### config.mk
export PLATFORM = sky130hd
export DESIGN_NAME = flsr_top
export DESIGN_NICKNAME = d
export VERILOG_FILES = /design/src/rtl/flsr_pkg.sv /design/src/rtl/flsr_wel_ctl.sv /design/src/rtl/flsr_prot_bits.sv /design/src/rtl/flsr_range_chk.sv /design/src/rtl/flsr_top.sv
export SDC_FILE = /design/constraint.sdc
export NUM_CORES = 1
export LEC_CHECK = 0
export BUFFER_PORTS_ARGS = -buffer_cell sky130_fd_sc_hd__buf_2
export CORE_MARGIN = 1
export CORE_UTILIZATION = 30
export DETAILED_ROUTE_END_ITERATION = 10
export GPL_TIMING_DRIVEN = 0
export HOLD_SLACK_MARGIN = 0.05
export PLACE_DENSITY_LB_ADDON = 0.05
export SLEW_MARGIN = 20
export SYNTH_ARGS = -nofsm -noshare
export SYNTH_HDL_FRONTEND = slang
export SYNTH_SLANG_ARGS = --single-unit
### constraint.sdc
create_clock -name clk -period 2 [get_ports clk]
set_clock_uncertainty 0.2 [all_clocks]
set_input_delay 0.3 -clock clk [delete_from_list [all_inputs] [get_ports clk]]
set_output_delay 0.3 -clock clk [all_outputs]
set_load 0.05 [all_outputs]
### src/rtl/flsr_pkg.sv
package flsr_pkg;
   typedef enum logic [2:0] {
      OP_BYTE    = 3'd0,
      OP_WORDSEQ = 3'd1,
      OP_SECT    = 3'd2,
      OP_BLK_S   = 3'd3,
      OP_BLK_L   = 3'd4,
      OP_CHIP    = 3'd5
   } op_kind_e;

   localparam int STAT_W      = 8;
   localparam int PB_W        = 4;
   localparam int RANGE_W     = 3;
   localparam int POS_BUSY    = 0;
   localparam int POS_WEL     = 1;
   localparam int POS_PB_LO   = 2;
   localparam int POS_SEQ     = 6;
   localparam int POS_LOCK    = 7;
   localparam logic [PB_W-1:0] PB_RESET = 4'b0111;
endpackage

### src/rtl/flsr_wel_ctl.sv
module flsr_wel_ctl (
   input  logic clk,
   input  logic rst_n,
   input  logic cmd_wren,
   input  logic cmd_wrdi,
   input  logic cmd_ewsr,
   input  logic cmd_wrsr,
   input  logic cmd_other,
   input  logic req_valid,
   input  logic op_done,
   input  logic seq_exit,
   input  logic seq_start,
   output logic wel_q,
   output logic armed_q,
   output logic seq_q
);
   logic wel_clr;
   logic arm_set;
   logic arm_clr;
   logic seq_clr;

   assign wel_clr = cmd_wrdi | cmd_wrsr | op_done | seq_exit;
   assign arm_set = cmd_wren | cmd_ewsr;
   assign arm_clr = cmd_wrdi | cmd_wrsr | cmd_other | req_valid;
   assign seq_clr = cmd_wrdi | seq_exit;

   always_ff @(posedge clk or negedge rst_n) begin
      if (!rst_n) begin
         wel_q   <= 1'b0;
         armed_q <= 1'b0;
         seq_q   <= 1'b0;
      end else begin
         if (wel_clr)
            wel_q <= 1'b0;
         else if (cmd_wren)
            wel_q <= 1'b1;

         if (arm_set)
            armed_q <= 1'b1;
         else if (arm_clr)
            armed_q <= 1'b0;

         if (seq_clr)
            seq_q <= 1'b0;
         else if (seq_start)
            seq_q <= 1'b1;
      end
   end
endmodule

### src/rtl/flsr_prot_bits.sv
module flsr_prot_bits
   import flsr_pkg::*;
#(
   parameter logic [PB_W-1:0] RESET_VAL = PB_RESET
) (
   input  logic            clk,
   input  logic            rst_n,
   input  logic            wp_n,
   input  logic            wr_req,
   input  logic [PB_W-1:0] din_pb,
   input  logic            din_lock,
   output logic [PB_W-1:0] pb_q,
   output logic            lock_q
);
   logic frozen;
   logic wr_ok;

   assign frozen = ~wp_n & lock_q;
   assign wr_ok  = wr_req & ~frozen;

   always_ff @(posedge clk or negedge rst_n) begin
      if (!rst_n) begin
         pb_q   <= RESET_VAL;
         lock_q <= 1'b0;
      end else if (wr_ok) begin
         pb_q   <= din_pb;
         lock_q <= din_lock;
      end
   end
endmodule

### src/rtl/flsr_range_chk.sv
module flsr_range_chk #(
   parameter int ADDR_W = 22,
   parameter int SEL_W  = 3
) (
   input  logic [SEL_W-1:0]  code,
   input  logic [ADDR_W-1:0] addr,
   output logic              hit
);
   localparam int NCODE   = 2 ** SEL_W;
   localparam int MAX_TOP = NCODE - 2;

   logic [NCODE-1:0] top_ones;
   logic [SEL_W-1:0] sel;

   if (ADDR_W < MAX_TOP) begin : g_bad_width
      $error("flsr_range_chk: ADDR_W too small for protect code width");
   end

   assign top_ones[0]       = 1'b1;
   assign top_ones[NCODE-1] = 1'b0;

   for (genvar g = 1; g <= MAX_TOP; g++) begin : g_top
      assign top_ones[g] = &addr[ADDR_W-1 -: g];
   end

   assign sel = ~code;
   assign hit = top_ones[sel];
endmodule

### src/rtl/flsr_top.sv
module flsr_top
   import flsr_pkg::*;
#(
   parameter int ADDR_W    = 22,
   parameter int SECT_LG   = 12,
   parameter int BLK_S_LG  = 15,
   parameter int BLK_L_LG  = 16,
   parameter bit GRANT_REG = 1'b0
) (
   input  logic              clk,
   input  logic              rst_n,
   input  logic              wp_n,
   input  logic              busy_in,
   input  logic              cmd_wren,
   input  logic              cmd_wrdi,
   input  logic              cmd_ewsr,
   input  logic              cmd_wrsr,
   input  logic [7:0]        wrsr_data,
   input  logic              cmd_other,
   input  logic              op_done,
   input  logic              seq_exit,
   input  logic              req_valid,
   input  logic [2:0]        req_kind,
   input  logic [ADDR_W-1:0] req_addr,
   output logic [7:0]        status_q,
   output logic              wel,
   output logic              req_grant
);
   if (!(SECT_LG < BLK_S_LG && BLK_S_LG < BLK_L_LG && BLK_L_LG < ADDR_W)) begin : g_bad_sizes
      $error("flsr_top: erase region sizes must grow and fit the address");
   end

   localparam logic [ADDR_W-1:0] SECT_MASK  = ADDR_W'((64'd1 << SECT_LG) - 64'd1);
   localparam logic [ADDR_W-1:0] BLK_S_MASK = ADDR_W'((64'd1 << BLK_S_LG) - 64'd1);
   localparam logic [ADDR_W-1:0] BLK_L_MASK = ADDR_W'((64'd1 << BLK_L_LG) - 64'd1);

   logic            armed;
   logic            seq_flag;
   logic [PB_W-1:0] pb;
   logic            lock;
   logic            hit;
   logic            grant_c;
   logic            seq_start;
   logic [ADDR_W-1:0] chk_addr;
   op_kind_e        kind;
   logic            unused_data;

   assign kind        = op_kind_e'(req_kind);
   assign unused_data = ^{wrsr_data[6], wrsr_data[1:0]};

   flsr_wel_ctl u_wel (
      .clk       (clk),
      .rst_n     (rst_n),
      .cmd_wren  (cmd_wren),
      .cmd_wrdi  (cmd_wrdi),
      .cmd_ewsr  (cmd_ewsr),
      .cmd_wrsr  (cmd_wrsr),
      .cmd_other (cmd_other),
      .req_valid (req_valid),
      .op_done   (op_done),
      .seq_exit  (seq_exit),
      .seq_start (seq_start),
      .wel_q     (wel),
      .armed_q   (armed),
      .seq_q     (seq_flag)
   );

   flsr_prot_bits #(.RESET_VAL(PB_RESET)) u_prot (
      .clk      (clk),
      .rst_n    (rst_n),
      .wp_n     (wp_n),
      .wr_req   (cmd_wrsr & armed),
      .din_pb   (wrsr_data[POS_PB_LO +: PB_W]),
      .din_lock (wrsr_data[POS_LOCK]),
      .pb_q     (pb),
      .lock_q   (lock)
   );

   always_comb begin
      unique case (kind)
         OP_SECT:  chk_addr = req_addr & ~SECT_MASK;
         OP_BLK_S: chk_addr = req_addr & ~BLK_S_MASK;
         OP_BLK_L: chk_addr = req_addr & ~BLK_L_MASK;
         default:  chk_addr = req_addr;
      endcase
   end

   flsr_range_chk #(.ADDR_W(ADDR_W), .SEL_W(RANGE_W)) u_range (
      .code (pb[RANGE_W-1:0]),
      .addr (chk_addr),
      .hit  (hit)
   );

   always_comb begin
      case (kind)
         OP_BYTE, OP_WORDSEQ:      grant_c = req_valid & wel & ~hit;
         OP_SECT, OP_BLK_S, OP_BLK_L: grant_c = req_valid & wel & ~hit;
         OP_CHIP:                  grant_c = req_valid & wel & (pb == '0);
         default:                  grant_c = 1'b0;
      endcase
   end

   assign seq_start = grant_c & (kind == OP_WORDSEQ);

   if (GRANT_REG) begin : g_grant_reg
      logic grant_q;
      always_ff @(posedge clk or negedge rst_n) begin
         if (!rst_n)
            grant_q <= 1'b0;
         else
            grant_q <= grant_c;
      end
      assign req_grant = grant_q;
   end else begin : g_grant_comb
      assign req_grant = grant_c;
   end

   always_comb begin
      status_q                        = '0;
      status_q[POS_BUSY]              = busy_in;
      status_q[POS_WEL]               = wel;
      status_q[POS_PB_LO +: PB_W]     = pb;
      status_q[POS_SEQ]               = seq_flag;
      status_q[POS_LOCK]              = lock;
   end
endmodule

# --- Word level (Yosys, flattened, before mapping) ---
# Cells that the tools add are included.
word_totals:
  word_cells: 49
  regBits: 8
  inputBits: 45
  out_inout_bits: 10
classes:
  mux: 9
  n_lt_le_gt_ge: 1
  reduce_logical: 11
  bitwise: 18
  eq_ne: 5
op_table:
  columns: ["op", "count"]
  rows:
  - ["bitwise AND 1 bit", 7]
  - ["2-to-1 mux 1 bit", 7]
  - ["bitwise OR 1 bit", 7]
  - ["equality test 3 x 2 -> 1 bit, second input constant", 2]
  - ["equality test 3 bit, second input constant", 2]
  - ["AND reduction 6 bit", 1]
  - ["nonzero test 2 bit", 3]
  - ["AND reduction 5 bit", 1]
  - ["OR reduction 5 bit", 1]
  - ["logical NOT 4 bit", 1]
  - ["less-than comparator 3 x 4 -> 1 bit, second input constant", 1]
  - ["AND reduction 4 bit", 1]
  - ["binary-select mux 1 bit (select 3 bit)", 1]
  - ["equality test 3 x 1 -> 1 bit, second input constant", 1]
  - ["logical NOT 3 bit", 1]
  - ["inverter 1 bit", 3]
  - ["inverter 3 bit", 1]
  - ["AND reduction 3 bit", 1]
  - ["one-hot mux 1 bit (2 select lines)", 1]
  - ["AND reduction 2 bit", 1]

# --- Longest topological paths before layout ---
logic_depth:
  word_depth: 9
  ltp_mapped: 4
  mapped_depth_nobuf: 4

# --- Modules after synthesis ---
# From an unflattened synthesis, not the netlist that was laid out.
unflattened:
  cells_unflattened: 63
  area_unflattened_um2: 631.9
modules_own_cells:
  columns: ["module", "n_inst", "area_each_um2", "seq_area_each_um2", "cells_each"]
  rows:
  - ["flsr_top", 1, 261.5, 0.0, 35]
  - ["flsr_prot_bits", 1, 210.2, 128.9, 13]
  - ["flsr_wel_ctl", 1, 113.9, 75.1, 9]
  - ["flsr_range_chk", 1, 46.3, 0.0, 6]

# --- Least setup slack after synthesis ---
# No wires, ideal clock.
synth_path:
  kind: "register to output"
  start: "register u_prot.pb_q[3]"
  end: "output port req_grant"
  path_stages_with_launch: 4
  arrival_ns: 1.589
  path_buffers: 0
  t_required_ns: 1.500
  setup_slack_ns: -0.089
  cell_sequence: "dfrtp_1 > o41a_1 > o21ai_1 > and4_1"
synth_via:
  elab_chain_cells: 3
synth_lines:
  columns: ["element", "line_no", "text"]
  rows:
  - ["start: declaration", "flsr_prot_bits.sv:12", "output logic [PB_W-1:0] pb_q,"]
  - ["start signal: assignment", "flsr_prot_bits.sv:26", "pb_q <= din_pb;"]
  - ["logical NOT 4 bit", "flsr_top.sv:98", "OP_CHIP: grant_c = req_valid & wel & (pb == '0);"]
  - ["bitwise AND 1 bit", "flsr_top.sv:98", null]
  - ["one-hot mux 1 bit (2 select lines)", "flsr_top.sv:95", "case (kind)"]
  - ["end: declaration", "flsr_top.sv:27", "output logic req_grant"]
# No other way between the ends.

# --- Worst setup path in the final report ---
layout_path:
  start: "register u_prot.pb_q[0]"
  end: "output port req_grant"
layout_via:
  elab_chain_cells: 6
  elab_cells_between_ends: 8
  classes_between: "mux: 3; bitwise: 4; reduce/logical: 1"
layout_lines:
  columns: ["element", "line_no", "text"]
  rows:
  - ["inverter 3 bit", "flsr_range_chk.sv:26", "assign sel = ~code;"]
  - ["binary-select mux 1 bit (select 3 bit)", "flsr_range_chk.sv:27", "assign hit = top_ones[sel];"]
  - ["2-to-1 mux 1 bit (not written as such)", "flsr_range_chk.sv:27", null]
  - ["inverter 1 bit", "flsr_top.sv:96, flsr_top.sv:97", null]
  - ["bitwise AND 1 bit", "flsr_top.sv:96, flsr_top.sv:97", null]
  - ["one-hot mux 1 bit (2 select lines) (*)", "flsr_top.sv:95", null]
# Every way passes the cells marked *; elsewhere a longest branch is shown, timed or not. The select of a mux whose other input is x is not followed.

==> reports/results.txt <==
The run finished, with violations left. The checks that failed: setup timing. The tools report the required arrival time at the worst endpoint as 1500 ps.

The startpoint identified for the worst hold timing path is cmd_wrsr. Setup repair after global routing could not meet its margin everywhere. Die boundary width: 40.5 um.

For the number of remaining DRC errors, the log shows 0. Measured along the y axis, the die boundary spans 40.5 um. Number of cells in the design after placement: 91. The min-delay analysis places its worst path in the category in2reg. The total global-route track usage was 13.9%; the adder-cell area share of the yosys netlist was 0%. In this run the core area contains 13 standard-cell rows. For this configuration, the core starts out at a cell density of 33.3%. For the pin with the worst max-slew slack, the measured transition is 273 ps. The synthesized netlist devotes 20.3% of its cell area to compound gates.

The first global-routing pass estimated 1.46 mm of wire. For the post-route worst setup slack, the log shows -57.4 ps. The area growth from synthesis to layout is 62.0%.

Yosys attributes the largest share of cell area to sky130_fd_sc_hd__dfrtp_1 (28%), sky130_fd_sc_hd__dfstp_2 (18%), sky130_fd_sc_hd__mux2_1 (10%). After synthesis the netlist holds a flip-flop and latch count of 8. The total number of H-tree levels is 1. The portion of synthesized area spent on multiplexers is 10.1%. The vias after detailed routing was 478.

Of the total synthesized cell area, the portion taken by XOR and XNOR cells is 0%. Dividing the detail-routed wire length by the instance count gives 10.8 um. The count of nets left with antenna violations after detail routing is 0.

The endpoint identified for the worst register-to-register timing path is u_wel.seq_q. TritonCTS built the clock tree. Of all nets on the critical path, the largest fanout is 7. The power density normalized to cell area is 757 mW/mm^2. The synthesized area per cell is 10.6 um^2. The worst hold margin is 67.8 ps, and the final standard cell count with taps included and fillers excluded is 100.

The run gives 45.9% as the proportion of synthesized chip area in sequential cells. The number of cells on the worst reg-to-reg path is 5. The proportion of layout cells with a drive suffix above 1 works out to 55.3%. The die area is 0.00164 mm^2, and the max-cap violation count is 0. The port buffer count works out to 34. Among all flip-flop cells after synthesis, the most frequent one is sky130_fd_sc_hd__dfrtp_1. Cell area after synthesis: 444 um^2.

The routed design could run at a clock period as short as 2060 ps. STA classifies the critical path startpoint as a flip-flop. The total wirelength of the detailed-routed design is 1.08 mm, and the peak per-stage delay on the critical path is 420 ps. After synthesis, the largest family of logic cells by area is compound AO/OA/AOI/OAI gates. The reported leakage power is 0.356 nW. After clock tree synthesis, the clock-pin slew on the worst setup and hold paths is 60 ps.

The run gives 55 as the count of boundary I/O pins. For this run, the top clock speed supported by timing is 486 MHz. For the number of hold-slack violations in the final timing report, the log shows 0. TritonCTS created 3 clock buffers. The tools report the number of pins with negative max-slew slack in the final report as 0. For this run, the post-layout net count is 131.

Headroom to the max-slew limit came out at 81.7%. Yosys printed 0 warnings. Entering global routing, the biggest net connects 9 pins. After the first detailed-routing iteration, the DRC count stood at 9. The tools report the number of antenna violations at the first check in global routing as 0. Number of different library cells in the post-synthesis netlist: 23.

The congestion estimate from routability-driven global placement came to 0.658. The antenna diode count is 0, and the area of the placeable core is 0.00133 mm^2. The worst setup path is of the reg2out kind.

Among all stages on the critical path, the largest delay is contributed by sky130_fd_sc_hd__o41a_1. The number of global-route vias before repair was 369. The number of clock sinks was 8; the depth of the worst hold-timing path was 2. Counting every net in the synthesized netlist gives 87. Summed over all layers, the global routing overflow is 0.

The share of Yosys cell area claimed by the top area cell type works out to 28.2%. The worst hold path terminates at u_wel.wel_q. The CTS root buffer was sky130_fd_sc_hd__clkbuf_4.

The synthesized netlist devotes 16.1% of its cell area to simple gates. Synthesis produced 42 cells. In this run the register-to-register setup slack is 440 ps. The signal on the critical path passes through o41a_1, o21ai_1, and4_4, buf_8. The tools report the count of endpoints failing setup in the final report as 1. The deepest clock path buffer count was 2. Once detailed placement completed, the half-perimeter wirelength came to 813 um.

The startpoint identified for the worst register-to-register timing path is u_prot.pb_q[0]. Post-synthesis cell type with the largest combined area: sky130_fd_sc_hd__dfrtp_1. Data on the critical path arrives at its endpoint at 1560 ps. Before CTS, the worst setup slack after placement is 125 ps. In this run, synthesis inferred 0 flip-flops with an integrated enable. Before antenna repair, the detailed router went through 4 iterations. The run gives 250 ps as the insertion delay to the later sink of the worst-skew pair. The post-synthesis async set-or-reset flop share was 100%. STA classifies the critical path endpoint as an output port. The worst vdd rail ir drop is 0.477 mV. Of the available clock period, the critical path in the final layout requires 103%.

The vias per cell was 4.78.
## critical path: cells and delay by family (launching register included)
kind                   cells  cell delay (ps)
AOI/OAI and AO/OA          2              540
buffers and inverters      1              140
DFF                        1              390
and+or+nand+nor            1              240
## stage by stage
stage          TNS (ps)  util, %  cell area, um^2  power (mW)
2_1_floorplan         0        -              445       0.345
3_3_place_gp          0     47.6              634       0.405
3_5_place_dp          0     47.6              634       0.406
4_1_cts           -74.7     53.9              719       0.553
5_1_grt            -116     53.9              719       0.577
6_report          -57.4     53.9              719       0.544
## kinds of logic after synthesis
family | Yosys count
DFF | 8
AOI/OAI and AO/OA | 12
muxes | 4
buffers and inverters | 5
and+or+nand+nor | 13
## area by class of cell
class	count	area, um^2
Sequential cell	8	204
Inverter	1	3.75
Multi-Input combinational cell	29	209
Tap cell	15	18.8
Clock buffer	4	26.3
Timing Repair Buffer	39	228
Fill cell	145	614
Buffer	4	30.0
## where the power goes
part	leakage, nW	switching (mW)	internal, mW
Combinational	0.248	0.119	0.0736
Clock	0.0150	0.0547	0.0763
Sequential	0.0927	0.0282	0.192
Total	0.356	0.202	0.342
## worst max path at each step
| stage | startpoint | end | slack (ps) | depth (start not counted) |
|---|---|---|---|---|
| detailed placement | u_prot.pb_q[0] | req_grant | 130 | 4 |
| floorplan | u_prot.pb_q[3] | req_grant | 7 | 3 |
| finish | u_prot.pb_q[0] | req_grant | -60 | 4 |
| global route | u_prot.pb_q[0] | req_grant | -120 | 4 |
| CTS | u_prot.pb_q[0] | req_grant | -70 | 4 |
| global placement | u_prot.pb_q[0] | req_grant | 120 | 4 |
## routing by layer
| layer | part of all wire, % | track usage, % | vias up |
|---|---|---|---|
| li1 | - | - | 246 |
| met1 | 42 | 17.4 | 216 |
| met2 | 51 | 21.8 | 16 |
| met3 | 6.6 | 1.67 | 0 |
| met4 | 0 | 10.0 | 0 |
| met5 | 0 | 0 | - |
## synth_stat cells, types with 2 or more instances
library cell	number
sky130_fd_sc_hd__dfstp_2	3
sky130_fd_sc_hd__nand3_1	2
sky130_fd_sc_hd__nor4b_1	2
sky130_fd_sc_hd__mux2_1	4
sky130_fd_sc_hd__o21ai_1	2
sky130_fd_sc_hd__nand2_1	3
sky130_fd_sc_hd__nor2_1	3
sky130_fd_sc_hd__buf_4	4
sky130_fd_sc_hd__dfrtp_1	5
## flip-flops by register name, indices dropped and copies added, names as in the netlist
| name | flops |
|---|---|
| u_prot.pb_q | 4 |
| u_prot.lock_q | 1 |
| u_wel.armed_q | 1 |
| u_wel.seq_q | 1 |
| u_wel.wel_q | 1 |
## repair_timing
action | CTS | global route
setup buffers | 1 | 0
pin swaps | 2 | 3
hold buffers | 4 | 0
endpoints found under the setup margin | 1 | 1
hold endpoints to repair | 10 | 0
gates resized for setup | 4 | 0
## placed cells by master, fill, tap and decap left out, types with 2 or more instances in the layout
cell type	Yosys	final
sky130_fd_sc_hd__buf_4	4	5
sky130_fd_sc_hd__nor4b_1	2	2
sky130_fd_sc_hd__buf_2	0	33
sky130_fd_sc_hd__nand2_1	3	3
sky130_fd_sc_hd__o21ai_1	2	2
sky130_fd_sc_hd__mux2_1	4	4
sky130_fd_sc_hd__nor2_1	3	3
sky130_fd_sc_hd__clkbuf_4	0	3
sky130_fd_sc_hd__dlygate4sd3_1	0	4
sky130_fd_sc_hd__dfrtp_1	5	5
sky130_fd_sc_hd__nand3_1	2	2
sky130_fd_sc_hd__dfstp_2	3	3
No activity file was read; power rests on OpenSTA's default activity.
